$ cat src/rtl/wrf_pkg.sv
// Package: shared types for the windowed register file.
// Assumes: call and return strobes are sampled once per rising edge.
package wrf_pkg;

    // Pointer movement requested in one cycle
    typedef enum logic [1:0] {
        WMOVE_HOLD = 2'd0,
        WMOVE_IN   = 2'd1,
        WMOVE_OUT  = 2'd2
    } wmove_e;

    // Decode the strobes; both together cancel out to a hold
    function automatic wmove_e decode_move(input logic call_s, input logic ret_s);
        wmove_e m;
        if (call_s && !ret_s)
            m = WMOVE_IN;
        else if (ret_s && !call_s)
            m = WMOVE_OUT;
        else
            m = WMOVE_HOLD;
        return m;
    endfunction

endpackage

$ cat src/rtl/wrf_window_ctl.sv
// Module: window pointer controller.
// Moves the pointer on call/return and raises one-cycle overflow or
// underflow flags when a move would leave the window stack.
// Assumes: synchronous active-low reset; NWIN >= 2.
module wrf_window_ctl #(
    parameter int NWIN = 16,
    parameter int WPW  = $clog2(NWIN)
) (
    input  logic           clk,
    input  logic           rst_n,
    input  logic           call_i,
    input  logic           ret_i,
    output logic [WPW-1:0] wp_o,
    output logic           ovf_o,
    output logic           unf_o
);
    import wrf_pkg::*;

    localparam logic [WPW-1:0] WP_LAST = WPW'(NWIN - 1);

    logic [WPW-1:0] wp_q;
    logic           ovf_q;
    logic           unf_q;
    wmove_e         move;
    logic           at_last;
    logic           at_first;

    // Classify the requested move and the stack edges
    always_comb begin
        move     = decode_move(call_i, ret_i);
        at_last  = (wp_q == WP_LAST);
        at_first = (wp_q == '0);
    end

    // Pointer and flag registers
    always_ff @(posedge clk) begin
        if (!rst_n) begin
            wp_q  <= '0;
            ovf_q <= 1'b0;
            unf_q <= 1'b0;
        end else begin
            ovf_q <= 1'b0;
            unf_q <= 1'b0;
            case (move)
                WMOVE_IN: begin
                    if (at_last) ovf_q <= 1'b1;
                    else         wp_q  <= wp_q + WPW'(1);
                end
                WMOVE_OUT: begin
                    if (at_first) unf_q <= 1'b1;
                    else          wp_q  <= wp_q - WPW'(1);
                end
                default: ;
            endcase
        end
    end

    assign wp_o  = wp_q;
    assign ovf_o = ovf_q;
    assign unf_o = unf_q;


    ovf_at_last_chk: assert property (@(posedge clk) disable iff (!rst_n)
        ovf_q |-> (wp_q == WP_LAST));


    unf_at_first_chk: assert property (@(posedge clk) disable iff (!rst_n)
        unf_q |-> (wp_q == '0));


    flags_excl_chk: assert property (@(posedge clk) disable iff (!rst_n)
        !(ovf_q && unf_q));


    both_noop_chk: assert property (@(posedge clk) disable iff (!rst_n)
        (call_i && ret_i) |=> ($stable(wp_q) && !ovf_q && !unf_q));


    call_step_chk: assert property (@(posedge clk) disable iff (!rst_n)
        (call_i && !ret_i && !at_last) |=> (wp_q == $past(wp_q) + WPW'(1)));


    ret_step_chk: assert property (@(posedge clk) disable iff (!rst_n)
        (ret_i && !call_i && !at_first) |=> (wp_q == $past(wp_q) - WPW'(1)));

endmodule

$ cat src/rtl/wrf_index_map.sv
// Module: logical-to-physical register index translation.
// Physical index = window * NLOG + logical index. Purely combinational.
// Assumes: inputs are within range (window < NWIN, logical < NLOG).
module wrf_index_map #(
    parameter int NWIN = 16,
    parameter int NLOG = 8,
    parameter int WPW  = $clog2(NWIN),
    parameter int LW   = $clog2(NLOG),
    parameter int PW   = $clog2(NWIN * NLOG)
) (
    input  logic [WPW-1:0] wp_i,
    input  logic [LW-1:0]  lidx_i,
    output logic [PW-1:0]  pidx_o
);
    // Scale the window base and add the offset
    always_comb begin
        pidx_o = PW'(wp_i) * PW'(NLOG) + PW'(lidx_i);
    end

endmodule

$ cat src/rtl/wrf_bank.sv
// Module: physical register storage with NRD combinational read ports
// and one write port that is clocked on the rising edge.
// Assumes: indices are already translated; contents are not reset.
module wrf_bank #(
    parameter int NPHYS = 128,
    parameter int DW    = 32,
    parameter int NRD   = 2,
    parameter int IW    = $clog2(NPHYS)
) (
    input  logic          clk,
    input  logic          we_i,
    input  logic [IW-1:0] widx_i,
    input  logic [DW-1:0] wdata_i,
    input  logic [IW-1:0] ridx_i  [NRD],
    output logic [DW-1:0] rdata_o [NRD]
);
    logic [DW-1:0] regs [NPHYS];

    // Store the write data at the clock edge
    always_ff @(posedge clk) begin
        if (we_i) regs[widx_i] <= wdata_i;
    end

    // One combinational read path per port
    for (genvar p = 0; p < NRD; p++) begin : g_rd
        assign rdata_o[p] = regs[ridx_i[p]];
    end

endmodule

$ cat src/rtl/win_regfile.sv
// Module: windowed procedure register file (top).
// Two read ports and one write port, all addressed by logical register
// number and translated through the current window pointer. Call and
// return move the pointer; the edges of the stack only raise flags.
// Assumes: synchronous active-low reset; a write uses the pointer from
// before any move made in the same cycle.
module win_regfile #(
    parameter int NWIN = 16,
    parameter int NLOG = 8,
    parameter int DW   = 32
) (
    input  logic                    clk,
    input  logic                    rst_n,
    input  logic                    call_i,
    input  logic                    ret_i,
    input  logic                    we_i,
    input  logic [$clog2(NLOG)-1:0] waddr_i,
    input  logic [DW-1:0]           wdata_i,
    input  logic [$clog2(NLOG)-1:0] raddr_a_i,
    input  logic [$clog2(NLOG)-1:0] raddr_b_i,
    output logic [DW-1:0]           rdata_a_o,
    output logic [DW-1:0]           rdata_b_o,
    output logic                    ovf_o,
    output logic                    unf_o
);
    localparam int NPHYS = NWIN * NLOG;
    localparam int WPW   = $clog2(NWIN);
    localparam int LW    = $clog2(NLOG);
    localparam int PW    = $clog2(NPHYS);
    localparam int NRD   = 2;

    logic [WPW-1:0] wp;
    logic [PW-1:0]  widx;
    logic [LW-1:0]  rlog  [NRD];
    logic [PW-1:0]  ridx  [NRD];
    logic [DW-1:0]  rdata [NRD];

    // Gather the read addresses into a per-port array
    always_comb begin
        rlog[0] = raddr_a_i;
        rlog[1] = raddr_b_i;
    end

    wrf_window_ctl #(.NWIN(NWIN), .WPW(WPW)) u_ctl (
        .clk    (clk),
        .rst_n  (rst_n),
        .call_i (call_i),
        .ret_i  (ret_i),
        .wp_o   (wp),
        .ovf_o  (ovf_o),
        .unf_o  (unf_o)
    );

    wrf_index_map #(.NWIN(NWIN), .NLOG(NLOG), .WPW(WPW), .LW(LW), .PW(PW)) u_wmap (
        .wp_i   (wp),
        .lidx_i (waddr_i),
        .pidx_o (widx)
    );

    for (genvar p = 0; p < NRD; p++) begin : g_rmap
        wrf_index_map #(.NWIN(NWIN), .NLOG(NLOG), .WPW(WPW), .LW(LW), .PW(PW)) u_rmap (
            .wp_i   (wp),
            .lidx_i (rlog[p]),
            .pidx_o (ridx[p])
        );
    end

    wrf_bank #(.NPHYS(NPHYS), .DW(DW), .NRD(NRD), .IW(PW)) u_bank (
        .clk     (clk),
        .we_i    (we_i),
        .widx_i  (widx),
        .wdata_i (wdata_i),
        .ridx_i  (ridx),
        .rdata_o (rdata)
    );

    assign rdata_a_o = rdata[0];
    assign rdata_b_o = rdata[1];


    rst_flags_chk: assert property (@(posedge clk)
        !rst_n |=> (!ovf_o && !unf_o));


    same_addr_chk: assert property (@(posedge clk) disable iff (!rst_n)
        (raddr_a_i == raddr_b_i) |-> (rdata_a_o == rdata_b_o));

endmodule

$ cat config.mk
export PLATFORM = sky130hd
export DESIGN_NAME = win_regfile
export DESIGN_NICKNAME = d
export VERILOG_FILES = /design/src/rtl/wrf_pkg.sv /design/src/rtl/wrf_window_ctl.sv /design/src/rtl/wrf_index_map.sv /design/src/rtl/wrf_bank.sv /design/src/rtl/win_regfile.sv
export SDC_FILE = /design/constraint.sdc
export NUM_CORES = 2
export LEC_CHECK = 0
export BUFFER_PORTS_ARGS = -buffer_cell sky130_fd_sc_hd__buf_2
export CAP_MARGIN = 40
export CORE_AREA = 3 3 564 566
export CTS_CLUSTER_DIAMETER = 200
export DETAILED_ROUTE_END_ITERATION = 6
export DIE_AREA = 0 0 567 569
export GPL_TIMING_DRIVEN = 1
export MAX_ROUTING_LAYER = met4
export PLACE_DENSITY_LB_ADDON = 0.25
export SYNTH_ARGS = -nofsm -noshare
export SYNTH_HDL_FRONTEND = slang
export SYNTH_HIERARCHICAL = 1
export SYNTH_SLANG_ARGS = --single-unit
$ cat constraint.sdc
create_clock -name clk -period 8.72 [get_ports clk]
set_input_delay 0 -clock clk [delete_from_list [all_inputs] [get_ports clk]]
set_output_delay 0 -clock clk [all_outputs]
set_load 0.005 [all_outputs]
After elaboration in Yosys (flattened, before gate mapping)
Memory sizes are Yosys's and may differ from the RTL's.
Cells that the tools add are included.

storage, ports and cells
  bits in registers = 6
  memory bits (writable) = 4096
  bits of input ports = 46
  output and inout port bits = 66
  word-level logic and storage cells = 32
  memories = 1

operators by class
  add/sub/neg operators = 5
  equal/unequal tests = 5
  muxes and demuxes = 9
  reductions and logical operators = 9

memories
  memory       words  width  read ports  clocked after Yosys merged registers in  write ports  RTL line        source
  u_bank.regs  128    32     2           0                                        1            wrf_bank.sv:17  logic [DW-1:0] regs [NPHYS];

operators with widths
  cell                   number
  $add A7 B3 Y7          3
  $mux W4                2
  $pmux W4 S2            1
  $add A4 B1 Y4 const B  1
  $eq A4 B4 Y1 const B   1
  $logic_not A4 Y1       1
  $mux W1                4
  $mux W2                2
  $ne A2 B2 Y1 const B   2
  $reduce_and A2 Y1      2
  $sub A4 B1 Y4 const B  1
  $reduce_and A3 Y1      1
  $eq A2 B1 Y1 const B   1
  $eq A2 B2 Y1 const B   1
  $logic_and A1 B1 Y1    2
  $logic_not A1 Y1       2
  $reduce_bool A2 Y1     1

Longest topological paths before layout
  depth after elaboration = 7
  mapped depth = 9
  mapped depth without buffers = 7

Hierarchy
The synthesis kept the hierarchy.

modules (own cells, without submodules)
  module          instances  cells each  area each (um^2)  seq. area each (um^2)
  wrf_bank        1          7637        187484.8          122998.0
  wrf_window_ctl  1          36          332.8             120.1
  wrf_index_map   3          7           52.6              0.0

Worst setup path after synthesis
OpenSTA, ideal clock, no wires.

  path type = reg2reg
  start = register u_ctl.wp_q[1], in the netlist u_ctl/wp_o[1]
  end = memory u_bank.regs[82][0], enable pin
  setup time = 0.461 ns
  arrival = 3.362 ns
  required time = 8.259 ns
  slack = 4.897 ns
  cell stages (with the launch flop) = 5
  buffers on the path = 1
  clock period less this slack = 3.823 ns
  cells stage by stage = dfxtp_1 -> buf_4 -> nor2b_1 -> nand3_1 -> nor3_1

on the way
  word-level cells in the longest chain between the ends = 1

ends and longest elaborated chain
  element                 RTL line              source
  from (decl)             wrf_window_ctl.sv:21  logic [WPW-1:0] wp_q;
  from (signal assigned)  wrf_window_ctl.sv:47  else wp_q <= wp_q + WPW'(1);
  from (signal assigned)  wrf_window_ctl.sv:51  else wp_q <= wp_q - WPW'(1);
  $add A7 B3 Y7           wrf_index_map.sv:17   pidx_o = PW'(wp_i) * PW'(NLOG) + PW'(lidx_i);
  named net widx[4]       win_regfile.sv:33     logic [PW-1:0] widx;
  to (decl)               wrf_bank.sv:17

The timed path passes the listed nets, and every way through them passes these cells.

Worst setup path after layout
  start = register u_ctl.wp_q[1], in the netlist u_ctl/wp_o[1]
  end = output rdata_b_o[2]

on the way
  word-level cells in the longest chain between the ends = 2

ends and longest elaborated chain
  element           RTL line             source
  $add A7 B3 Y7     wrf_index_map.sv:17
  $mem_v2 Z128 W32  -
  to (decl)         win_regfile.sv:22    output logic [DW-1:0] rdata_b_o,

No other way between the ends.

==> results by group <==
Run status
  – Status: finished clean

Finish
  – Layout cell share with drive strength beyond 1: 47.56%
  – Final #Nets: about 8100
  – Filler Cells Inserted: approximately 18000
  – Syn-to-layout area delta: 12.82%

Power
  – Power Density: 204.5 nW/um2
  – Clock power frac: approximately two fifths
  – Reported net switching power: 9.786 mW
  – Sequential fraction of design power: 50.2%
  – Int Power: 33.59 mW
  – Sw frac: roughly 23%
  – Max VDD drop: ~0.18 mV
  – Combinational cell fraction of total power: 8.7%
  – Static leakage: 64.28 nW

Yosys
  – Synth top area cells: edfxtp_1 65%, mux4_2 32%, clkbuf_1 0.73%
  – Ys Warns: 6
  – Yosys top cell area share: 65.43%
  – Yosys reg bits: a little over 4000
  – Post-synthesis cell area: 188000 um2
  – Sequential-to-total area share from yosys stat: between 60% and 70%
  – Area leader, netlist: edfxtp_1
  – Synth Flop Type: edfxtp_1
  – Mapped Cells: 7694
  – Avg Inst Size Synth: roughly 24 um2
  – Post-synth EDFFs: 4096
  – Post-Syn Nets: between 7000 and 8000
  – Synth async-reset ratio: 0%
  – Yosys cell types: 32

STA
  – Rel. slew slack: 20.38%
  – Slew @ Worst Pin: 1.194 ns
  – Fin. max-slew vios: 0
  – Final setup fails: 0
  – Final TNS setup: 0 ns
  – Final WS setup: about 2.6 ns
  – Unrepaired setup endpoints after global routing: false
  – Final period utilization: approximately 70%
  – Minimum clock period: 6.103 ns
  – Fmax achieved: between 0.15 and 0.2 GHz
  – Clock skew: 0.07290 ns
  – Fin. Hold Viols: 0

Critical path
  – Crit. End Element: output port
  – Critical path fanouts, max: 60
  – CP Data Required Time: 8.72 ns
  – Worst setup SP type: flip-flop
  – Critical path class: reg2out
  – Worst Path Arrival: 6.10 ns

Flow run
  – Max-Cap Viols: 0

Die
  – FP Rows: approximately 210
  – Initial Utilization: 59.83%
  – # IOs: 112
  – Die height: 569 um
  – Die width: 567 um
  – Core Region: roughly 310000 um2
  – DIE AREA: 322600 um2

Place
  – Setup WS pre-CTS: 3.751 ns
  – Number of port buffers: 111
  – DP Wirelength: 326.4 mm
  – Gpl congestion: 0.8474

Global routing
  – GRT overflow: 0
  – Number of global-route vias before repair: between 100k and 150k
  – First-pass GRT wire length: 810.6 mm
  – GRT Resource Usage Total: a little under two fifths
  – Initial antenna violation count: 46
  – Pin count of the biggest net entering global routing: 142

Route
  – Final wirelength: 579.9 mm
  – DR pass1 iterations: 6
  – Vias/cell: between 8 and 9
  – Drt wl/cell: 46.06 um
  – Initial DRC count: approximately 19000
  – Antenna violation net count after detailed routing: 0
  – Vias post-DR: ~100k
  – Drc violations: 0

Clock network
  – Clock sinks: just over 4000
  – Clk slew on worst S/H paths: 0.06 ns
  – Hold buffers post-CTS: 67
  – Num CTS Buffers: 407
  – Later-pin clock latency in the skew report: 1.02 ns
  – Root cell of the clock tree: clkbuf_16
  – Clock Path Buffers: 4
  – Post-CTS Resized: 0
  – H-tree Lvls: 5
  – Total setup buffers inserted after CTS: 0
  – CTS tree: done

Hold path
  – Hold crit path type: in2reg
## cell type report
class | instances | area (um2) | area share, %
Antenna cell | 51 | 127.6 | 0.06018
Clock buffer | 484 | 10600 | 4.999
Clock inverter | 260 | 2695 | 1.271
Multi-Input combinational cell | 2951 | 63100 | 29.75
Sequential cell | 4102 | 123100 | 58.06
Tap cell | 4160 | 5205 | 2.454
Timing Repair Buffer | 582 | 7213 | 3.401
## stage by stage
stage | hold WS, ns | total power [mW] | util [%] | std cells | instance area, um2
detailed placement | 0.2731 | 25.87 | 62.98 | 11722 | 197900
global route | 0.03431 | 44.37 | 67.49 | 12583 | 212100
finish | 0.03203 | 43.37 | 67.50 | 12590 | 212100
floorplan | 0.09887 | 24.43 | - | 7694 | 188000
CTS | 0.004666 | 43.42 | 67.42 | 12533 | 211800
global placement | 0.2678 | 25.77 | 61.92 | 11592 | 194600
## path summary, 6_finish.rpt
path | from | endpoint | slack (ns) | depth (start not counted)
min reg2reg | u_ctl/wp_o[2] | u_ctl/wp_o[3] | 0.84 | 1
max reg2reg | u_ctl/wp_o[1] | u_bank/regs[126][4] | 4.22 | 4
max | u_ctl/wp_o[1] | rdata_b_o[2] | 2.62 | 7
min | wdata_i[22] | u_bank/regs[75][22] | 0.03 | 3
## sequential cells by signal, indices dropped and copies added (netlist names)
name and flops:
u_ctl/ovf_o 1, u_bank/regs 4096, u_ctl/unf_o 1, u_ctl/wp_o 4
## layout by cell type, fill, tap and decap left out, types with 10 or more instances in the layout
cell,count
bufinv_16,50
inv_6,10
edfxtp_1,4096
clkinvlp_4,19
buf_12,65
diode_2,51
mux4_2,2688
dlygate4sd3_1,67
clkbuf_16,413
nor2_4,119
clkbuf_1,71
buf_4,269
clkinv_1,92
buf_2,73
nand3_1,14
nand2_1,19
buf_16,99
clkinv_2,75
mux2_2,64
## kinds of logic (layout without fill, tap and decap cells)
| family | count (synthesis) | count (layout) | synth area share, % |
|---|---|---|---|
| buffers and inverters | 641 | 1326 | 1.432 |
| adders and majority gates | 1 | 1 | 0.006655 |
| and+or+nand+nor | 191 | 191 | 0.4413 |
| other | 0 | 51 | 0 |
| DFF | 4102 | 4102 | 65.50 |
| muxes | 2754 | 2754 | 32.60 |
| AOI/OAI and AO/OA | 5 | 5 | 0.02330 |
## synthesized netlist by cell type (2+ instances only)
master and instances:
buf_4 38, nand3_1 14, buf_2 103, mux4_2 2688
nand2_1 19, nand2b_1 5, nand4_1 4, edfxtp_1 4096
nor3_1 10, buf_1 132, mux2_2 64, mux2i_1 2
buf_6 2, nor2b_1 8, clkbuf_1 366, dfxtp_1 6
nor2_1 122
## power groups by stage
stage                     Sequential [mW]  Combinational [mW]  Clock (mW)
final                                21.8                3.79        17.8
after CTS                            21.8                3.73        17.9
after global routing                 21.8                3.91        18.7
after global placement               22.2                3.57           0
after floorplan                      22.2                2.25           0
after detailed placement             22.2                3.67           0
## critical path: stages, from the launching register on
cell     delay (ns)
dfxtp_4        0.94
buf_4          0.81
buf_4          0.83
buf_4          0.89
mux4_2         0.44
mux4_2         0.61
mux2_2         0.34
buf_2          0.14
## per-layer routing
metal / wire (um) / GRT usage [%]
met1: 183200 / 47.78
met2: 273300 / 55.28
met3: 83550 / 10.93
met4: 39880 / 20.15
met5: 0 / -
Power figures use the tool's default switching activity.
